File: config.mk
export PLATFORM = sky130hd
export DESIGN_NAME = xtalk_wire_bist
export DESIGN_NICKNAME = d
export VERILOG_FILES = /design/src/rtl/agb_pkg.sv /design/src/rtl/agb_seq.sv /design/src/rtl/agb_pattern.sv /design/src/rtl/agb_fail_acc.sv /design/src/rtl/xtalk_wire_bist.sv
export SDC_FILE = /design/constraint.sdc
export NUM_CORES = 1
export LEC_CHECK = 0
export BUFFER_PORTS_ARGS = -buffer_cell sky130_fd_sc_hd__buf_2
export CORE_AREA = 2 2 105 107
export CTS_CLUSTER_DIAMETER = 80
export CTS_CLUSTER_SIZE = 8
export DETAILED_ROUTE_END_ITERATION = 7
export DIE_AREA = 0 0 107 109
export GPL_TIMING_DRIVEN = 0
export PLACE_DENSITY_LB_ADDON = 0.2
export SLEW_MARGIN = 30
export SYNTH_ARGS = -nofsm -noshare
export SYNTH_HDL_FRONTEND = slang
export SYNTH_SLANG_ARGS = --single-unit
export TNS_END_PERCENT = 10
File: constraint.sdc
create_clock -name clk -period 6.6 [get_ports clk]
set_clock_uncertainty 0.1 [all_clocks]
set_input_delay 0.33 -clock clk [delete_from_list [all_inputs] [get_ports clk]]
set_output_delay 0.33 -clock clk [all_outputs]
set_load 0.03 [all_outputs]
File: src/rtl/agb_pkg.sv
package agb_pkg;

  typedef enum logic {SEQ_IDLE, SEQ_RUN} seq_state_e;

  localparam int PHASES = 6;
  // level driven per phase, bit index = phase number
  localparam logic [7:0] VICTIM_LVL = 8'b0001_0010;
  localparam logic [7:0] AGGR_LVL   = 8'b0000_0101;

  function automatic int unsigned eff_order(int unsigned ksel, int unsigned kmax);
    if (ksel == 0) return 1;
    if (ksel > kmax) return kmax;
    return ksel;
  endfunction

  function automatic int unsigned group_count(int unsigned k);
    return 2 * k + 1;
  endfunction

  function automatic logic is_victim(int unsigned idx, int unsigned per, int unsigned grp);
    return (idx % per) == grp;
  endfunction

  function automatic logic drive_level(logic [2:0] ph, logic vic);
    return vic ? VICTIM_LVL[ph] : AGGR_LVL[ph];
  endfunction

endpackage

File: src/rtl/agb_seq.sv
module agb_seq
  import agb_pkg::*;
#(
  parameter int KMAX = 3,
  localparam int KW = $clog2(KMAX + 1),
  localparam int GW = $clog2(2 * KMAX + 2)
) (
  input  logic          clk,
  input  logic          rst_n,
  input  logic          start,
  input  logic [KW-1:0] k_sel,
  output logic          busy,
  output logic          done,
  output logic          accept,
  output logic [GW-1:0] grp,
  output logic [2:0]    phase,
  output logic [GW-1:0] period
);

  seq_state_e    state;
  logic [KW-1:0] k_q;
  logic          last_phase, last_grp, run_end;

  assign busy       = (state == SEQ_RUN);
  assign accept     = (state == SEQ_IDLE) && start;
  assign period     = GW'(group_count(32'(k_q)));
  assign last_phase = (phase == 3'(PHASES - 1));
  assign last_grp   = (grp == period - 1'b1);
  assign run_end    = busy && last_phase && last_grp;

  always_ff @(posedge clk or negedge rst_n) begin
    if (!rst_n) begin
      state <= SEQ_IDLE;
      k_q   <= KW'(1);
      grp   <= '0;
      phase <= '0;
      done  <= 1'b0;
    end else begin
      done <= run_end;
      if (accept) begin
        state <= SEQ_RUN;
        k_q   <= KW'(eff_order(32'(k_sel), KMAX));
        grp   <= '0;
        phase <= '0;
      end else if (busy) begin
        if (last_phase) begin
          phase <= '0;
          if (last_grp) begin
            state <= SEQ_IDLE;
            grp   <= '0;
          end else begin
            grp <= grp + 1'b1;
          end
        end else begin
          phase <= phase + 1'b1;
        end
      end
    end
  end

  AST_DONE_SINGLE: assert property (@(posedge clk) disable iff (!rst_n)
    done |=> !done);
  AST_DONE_AFTER_RUN: assert property (@(posedge clk) disable iff (!rst_n)
    done |-> (!busy && $past(busy)));
  AST_ORDER_HELD: assert property (@(posedge clk) disable iff (!rst_n)
    (busy && $past(busy)) |-> $stable(k_q));
  AST_ORDER_NONZERO: assert property (@(posedge clk) disable iff (!rst_n)
    k_q != '0);
  AST_GROUP_BOUND: assert property (@(posedge clk) disable iff (!rst_n)
    busy |-> (grp < period && phase < 3'(PHASES)));
  AST_START_IGNORED: assert property (@(posedge clk) disable iff (!rst_n)
    (busy && start && !run_end) |=> (busy && $stable(k_q)));

endmodule

File: src/rtl/agb_pattern.sv
module agb_pattern
  import agb_pkg::*;
#(
  parameter int W  = 16,
  parameter int GW = 3
) (
  input  logic          busy,
  input  logic [GW-1:0] grp,
  input  logic [2:0]    phase,
  input  logic [GW-1:0] period,
  output logic [W-1:0]  tx
);

  logic [W-1:0] vic_mask;

  for (genvar i = 0; i < W; i++) begin : g_wire
    assign vic_mask[i] = is_victim(32'(i), 32'(period), 32'(grp));
    assign tx[i]       = busy & drive_level(phase, vic_mask[i]);
  end

endmodule

File: src/rtl/agb_fail_acc.sv
module agb_fail_acc #(
  parameter int W = 16
) (
  input  logic         clk,
  input  logic         rst_n,
  input  logic         clear,
  input  logic         en,
  input  logic [W-1:0] tx,
  input  logic [W-1:0] rx,
  output logic [W-1:0] fail
);

  logic [W-1:0] miss;
  assign miss = tx ^ rx;

  always_ff @(posedge clk or negedge rst_n) begin
    if (!rst_n)      fail <= '0;
    else if (clear)  fail <= '0;
    else if (en)     fail <= fail | miss;
  end

  AST_FAIL_STICKY: assert property (@(posedge clk) disable iff (!rst_n)
    (en && $past(en)) |-> ((fail & $past(fail)) == $past(fail)));
  AST_FAIL_CLEARED: assert property (@(posedge clk) disable iff (!rst_n)
    clear |=> (fail == '0));
  AST_IDLE_FROZEN: assert property (@(posedge clk) disable iff (!rst_n)
    (!en && !clear) |=> $stable(fail));

endmodule

File: src/rtl/xtalk_wire_bist.sv
module xtalk_wire_bist #(
  parameter int W    = 16,
  parameter int KMAX = 3,
  localparam int KW  = $clog2(KMAX + 1),
  localparam int GW  = $clog2(2 * KMAX + 2)
) (
  input  logic          clk,
  input  logic          rst_n,
  input  logic          start,
  input  logic [KW-1:0] k_sel,
  input  logic [W-1:0]  rx_i,
  output logic [W-1:0]  tx_o,
  output logic          busy,
  output logic          done,
  output logic [W-1:0]  fail_vec
);

  logic          accept;
  logic [GW-1:0] grp, period;
  logic [2:0]    phase;

  agb_seq #(.KMAX(KMAX)) u_seq (
    .clk(clk), .rst_n(rst_n), .start(start), .k_sel(k_sel),
    .busy(busy), .done(done), .accept(accept),
    .grp(grp), .phase(phase), .period(period)
  );

  agb_pattern #(.W(W), .GW(GW)) u_pat (
    .busy(busy), .grp(grp), .phase(phase), .period(period), .tx(tx_o)
  );

  agb_fail_acc #(.W(W)) u_acc (
    .clk(clk), .rst_n(rst_n), .clear(accept), .en(busy),
    .tx(tx_o), .rx(rx_i), .fail(fail_vec)
  );

  AST_IDLE_QUIET: assert property (@(posedge clk) disable iff (!rst_n)
    !busy |-> (tx_o == '0));

endmodule

==> summary.md <==
| Metric | Value |
|---|---|
| Synth top area share | `20.1%` |
| Area growth, synth to finish | `17.5%` |
| Final worst slack | `roughly 380 ps` |
| Clock Latency Late Sink | `approximately 280 ps` |
| Htree depth | `1` |
| Non-Filler Instances | `613` |
| Tmin final | `between 6000 and 7000 ps` |
| Most frequent cell after synthesis | `nand2_1` |
| CTS buffer count | `3` |
| DR DRC count | `0` |
| Via/cell ratio | `5.36` |
| Crit start category | `register` |
| GRT Resource Usage Total | `17.1%` |
| Vias in the first global route | `between 3,000 and 4,000` |
| Layout cells sized above 1 | `18.0%` |
| Die H | `109 um` |
| Clk sinks | `26` |
| Pre-CTS WS | `586 ps` |
| Worst-Margin Slew | `680 ps` |
| Cell total after placement | `608` |
| Max frequency | `approximately 160 MHz` |
| Clock transition at path regs | `approximately 100 ps` |
| Setup_tns | `0 ps` |
| Row count | `38` |
| Rel. slew slack | `54.5%` |
| First-pass GRT wire length | `15,900 um` |
| Synthesized area | `0.00312 mm2` |
| Routed wire per std cell | `16.5 um` |
| Root buffer cell | `clkbuf_8` |
| DP Area | `between 0.003 and 0.004 mm2` |
| Drt first pass iters | `5` |
| Post-synth EDFFs | `0` |
| Final instance area | `0.00366 mm2` |
| Crit path kind | `reg -> out` |
| Sequential cell area | `around 650 um2` |
| Max clock buf depth | `2` |
| Worst path required time | `around 6200 ps` |
| Arrival time at the worst endpoint | `5790 ps` |
| Synth Net Count | `454` |
| DRT Wirelength | `10,100 um` |
| Total number of vias | `3,285` |
| Die W | `107 um` |
| Count of cell types in the netlist | `67` |
| Multi-input logic area | `around 0.0023 mm2` |
| Antenna Cells | `0` |
| Hold crit path type | `in -> reg` |
| Post-synthesis sequential area ratio | `between 20% and 30%` |
| Critical path fanouts, max | `10` |
| Crit. End Element | `primary output` |
| Yosys reg bits | `26` |
| Synth warn | `0` |
| Die ar. | `0.0117 mm2` |
| Core area | `0.0106 mm2` |
| Final GP Congestion | `0.871` |
| Largest net degree at the start of global routing | `27` |
| Antenna violations before repair | `0` |
| Fill count | `1,155` |
| Gate Count Post-Synth | `414` |
| Final period utilization | `94.2%` |
| Initial core utilization | `29.4%` |
| Most frequent cells after synthesis | `42 x nand2_1, 41 x nor2_1, 33 x a21oi_1` |
| Cell taking the most area after synthesis | `dfrtp_1` |
| Final Hold Viols | `0` |
| Top_reg_cell synth | `dfrtp_1` |
| Slew Viols, Final | `0` |
| Postcts setup bufs | `0` |
| Total gr overflow | `0` |
| Initial DRC count | `237` |
| Final Setup Violations | `0` |
| Leading post-synthesis cells by cell area | `dfrtp_1 20%, ha_1 7.2%, xnor2_1 6.7%` |
| Maxcap violations | `0` |
| Status | `finished, final reports clean` |
| Nets | `514` |
| CTS tree | `built` |
| Dpl hpwl | `~8000 um` |
| # port buffers | `54` |
| Syn_area_per_cell | `7.53 um2` |
| Asr flop ratio synth | `100%` |
| RSZ-0062 raised after global routing | `false` |
| Top Ports | `55` |
| Final ANT Viol Nets | `0` |
[metal layers]
layer	vias up	track usage, %	routed length, um
met1	1592	24.0	4850
met5	-	0	0
met3	8	1.32	361
li1	1596	-	-
met2	89	29.3	4860
met4	0	2.41	68
[final timing paths]
kind	cells after the start	endpoint	slack, ps	from
max	21	tx_o[8]	380	u_seq.k_q[0]$_DFFE_PN1P_
min	2	u_seq.k_q[1]$_DFFE_PN0P_	190	k_sel[1]
max reg2reg	20	u_acc.fail[9]$_DFFE_PN0P_	960	u_seq.k_q[0]$_DFFE_PN1P_
min reg2reg	2	u_acc.fail[8]$_DFFE_PN0P_	430	u_acc.fail[8]$_DFFE_PN0P_
max in group asynchronous	2	u_acc.fail[9]$_DFFE_PN0P_	5510	rst_n
min in group asynchronous	2	u_acc.fail[3]$_DFFE_PN0P_	490	rst_n
[area by class of cell]
cell class,instances,area share (%)
Tap cell,140,4.78
Clock buffer,3,1.13
Inverter,22,2.25
Timing Repair Buffer,55,7.65
Clock inverter,1,0.819
Buffer,30,3.65
Sequential cell,26,17.8
Multi-Input combinational cell,336,61.9
[cells by family (layout without fill, tap and decap cells)]
kind of cell               count (synthesis)  after routing  synth area share, %
buffers and inverters                     52            111                 6.94
AOI/OAI and AO/OA                        120            120                 26.1
and+or+nand+nor                          145            145                 22.7
DFF                                       26             26                 20.9
adders and majority gates                 19             19                 7.86
xor gates and xnor gates                  33             33                 9.27
muxes                                     19             19                 6.30
[repair_timing]
action / 4_1_cts / 5_1_grt
setup endpoints to repair: 0 / 1
hold buffers: 1 / 0
endpoints found under the hold margin: 25 / 0
gates resized for setup: 0 / 2
[state kept, by name, summed over array words and instances, names as in the netlist]
signal,count
u_acc.fail,16
u_seq.grp,3
u_seq.k_q,2
u_seq.done,1
u_seq.busy,1
u_seq.phase,3
[placed cells by master (no fill, tap or decap), types with 3 or more instances in the layout]
cell type,netlist,final
clkbuf_8,0,3
o21ai_0,23,23
nand2b_1,7,7
nand3_1,13,13
a2bb2oi_1,9,9
nor2b_1,3,3
a21oi_1,33,33
nand4b_1,5,5
o31ai_1,3,3
xnor2_1,24,23
a211oi_1,3,3
buf_2,8,62
a31oi_1,7,7
xor2_1,9,9
o221ai_1,4,4
inv_1,21,21
and2_1,4,4
mux2_2,5,5
nand2_1,42,42
o211ai_1,3,3
or3_1,5,5
mux2i_1,14,14
ha_1,18,18
nor3_1,10,10
clkbuf_1,17,17
buf_1,3,3
a21o_1,4,4
nor2_1,41,41
o21bai_1,3,3
dfrtp_1,25,25
[critical path, stage by stage, from the launching register on]
cell and delay [ps]:
dfstp_2 630, buf_2 270, inv_1 260, ha_1 380
buf_4 220, nand2_1 200, inv_1 70, ha_1 330
buf_6 170, a221oi_4 410, xnor2_2 230, inv_1 110
ha_1 310, nor2b_1 140, o22a_1 210, a2111oi_2 450
mux2i_1 260, xnor2_1 140, nand3_1 210, mux2i_1 180
nor2_1 110, buf_2 200
[stage by stage]
step / hold slack [ps] / utilization (%)
global placement: 279 / 33.6
global route: 192 / 34.6
finish: 192 / 34.6
CTS: 185 / 34.4
floorplan: -65.6 / -
detailed placement: 280 / 33.6
Power is not shown: default switching activity piles up to over one toggle a cycle in this logic, so the estimate is an artifact.
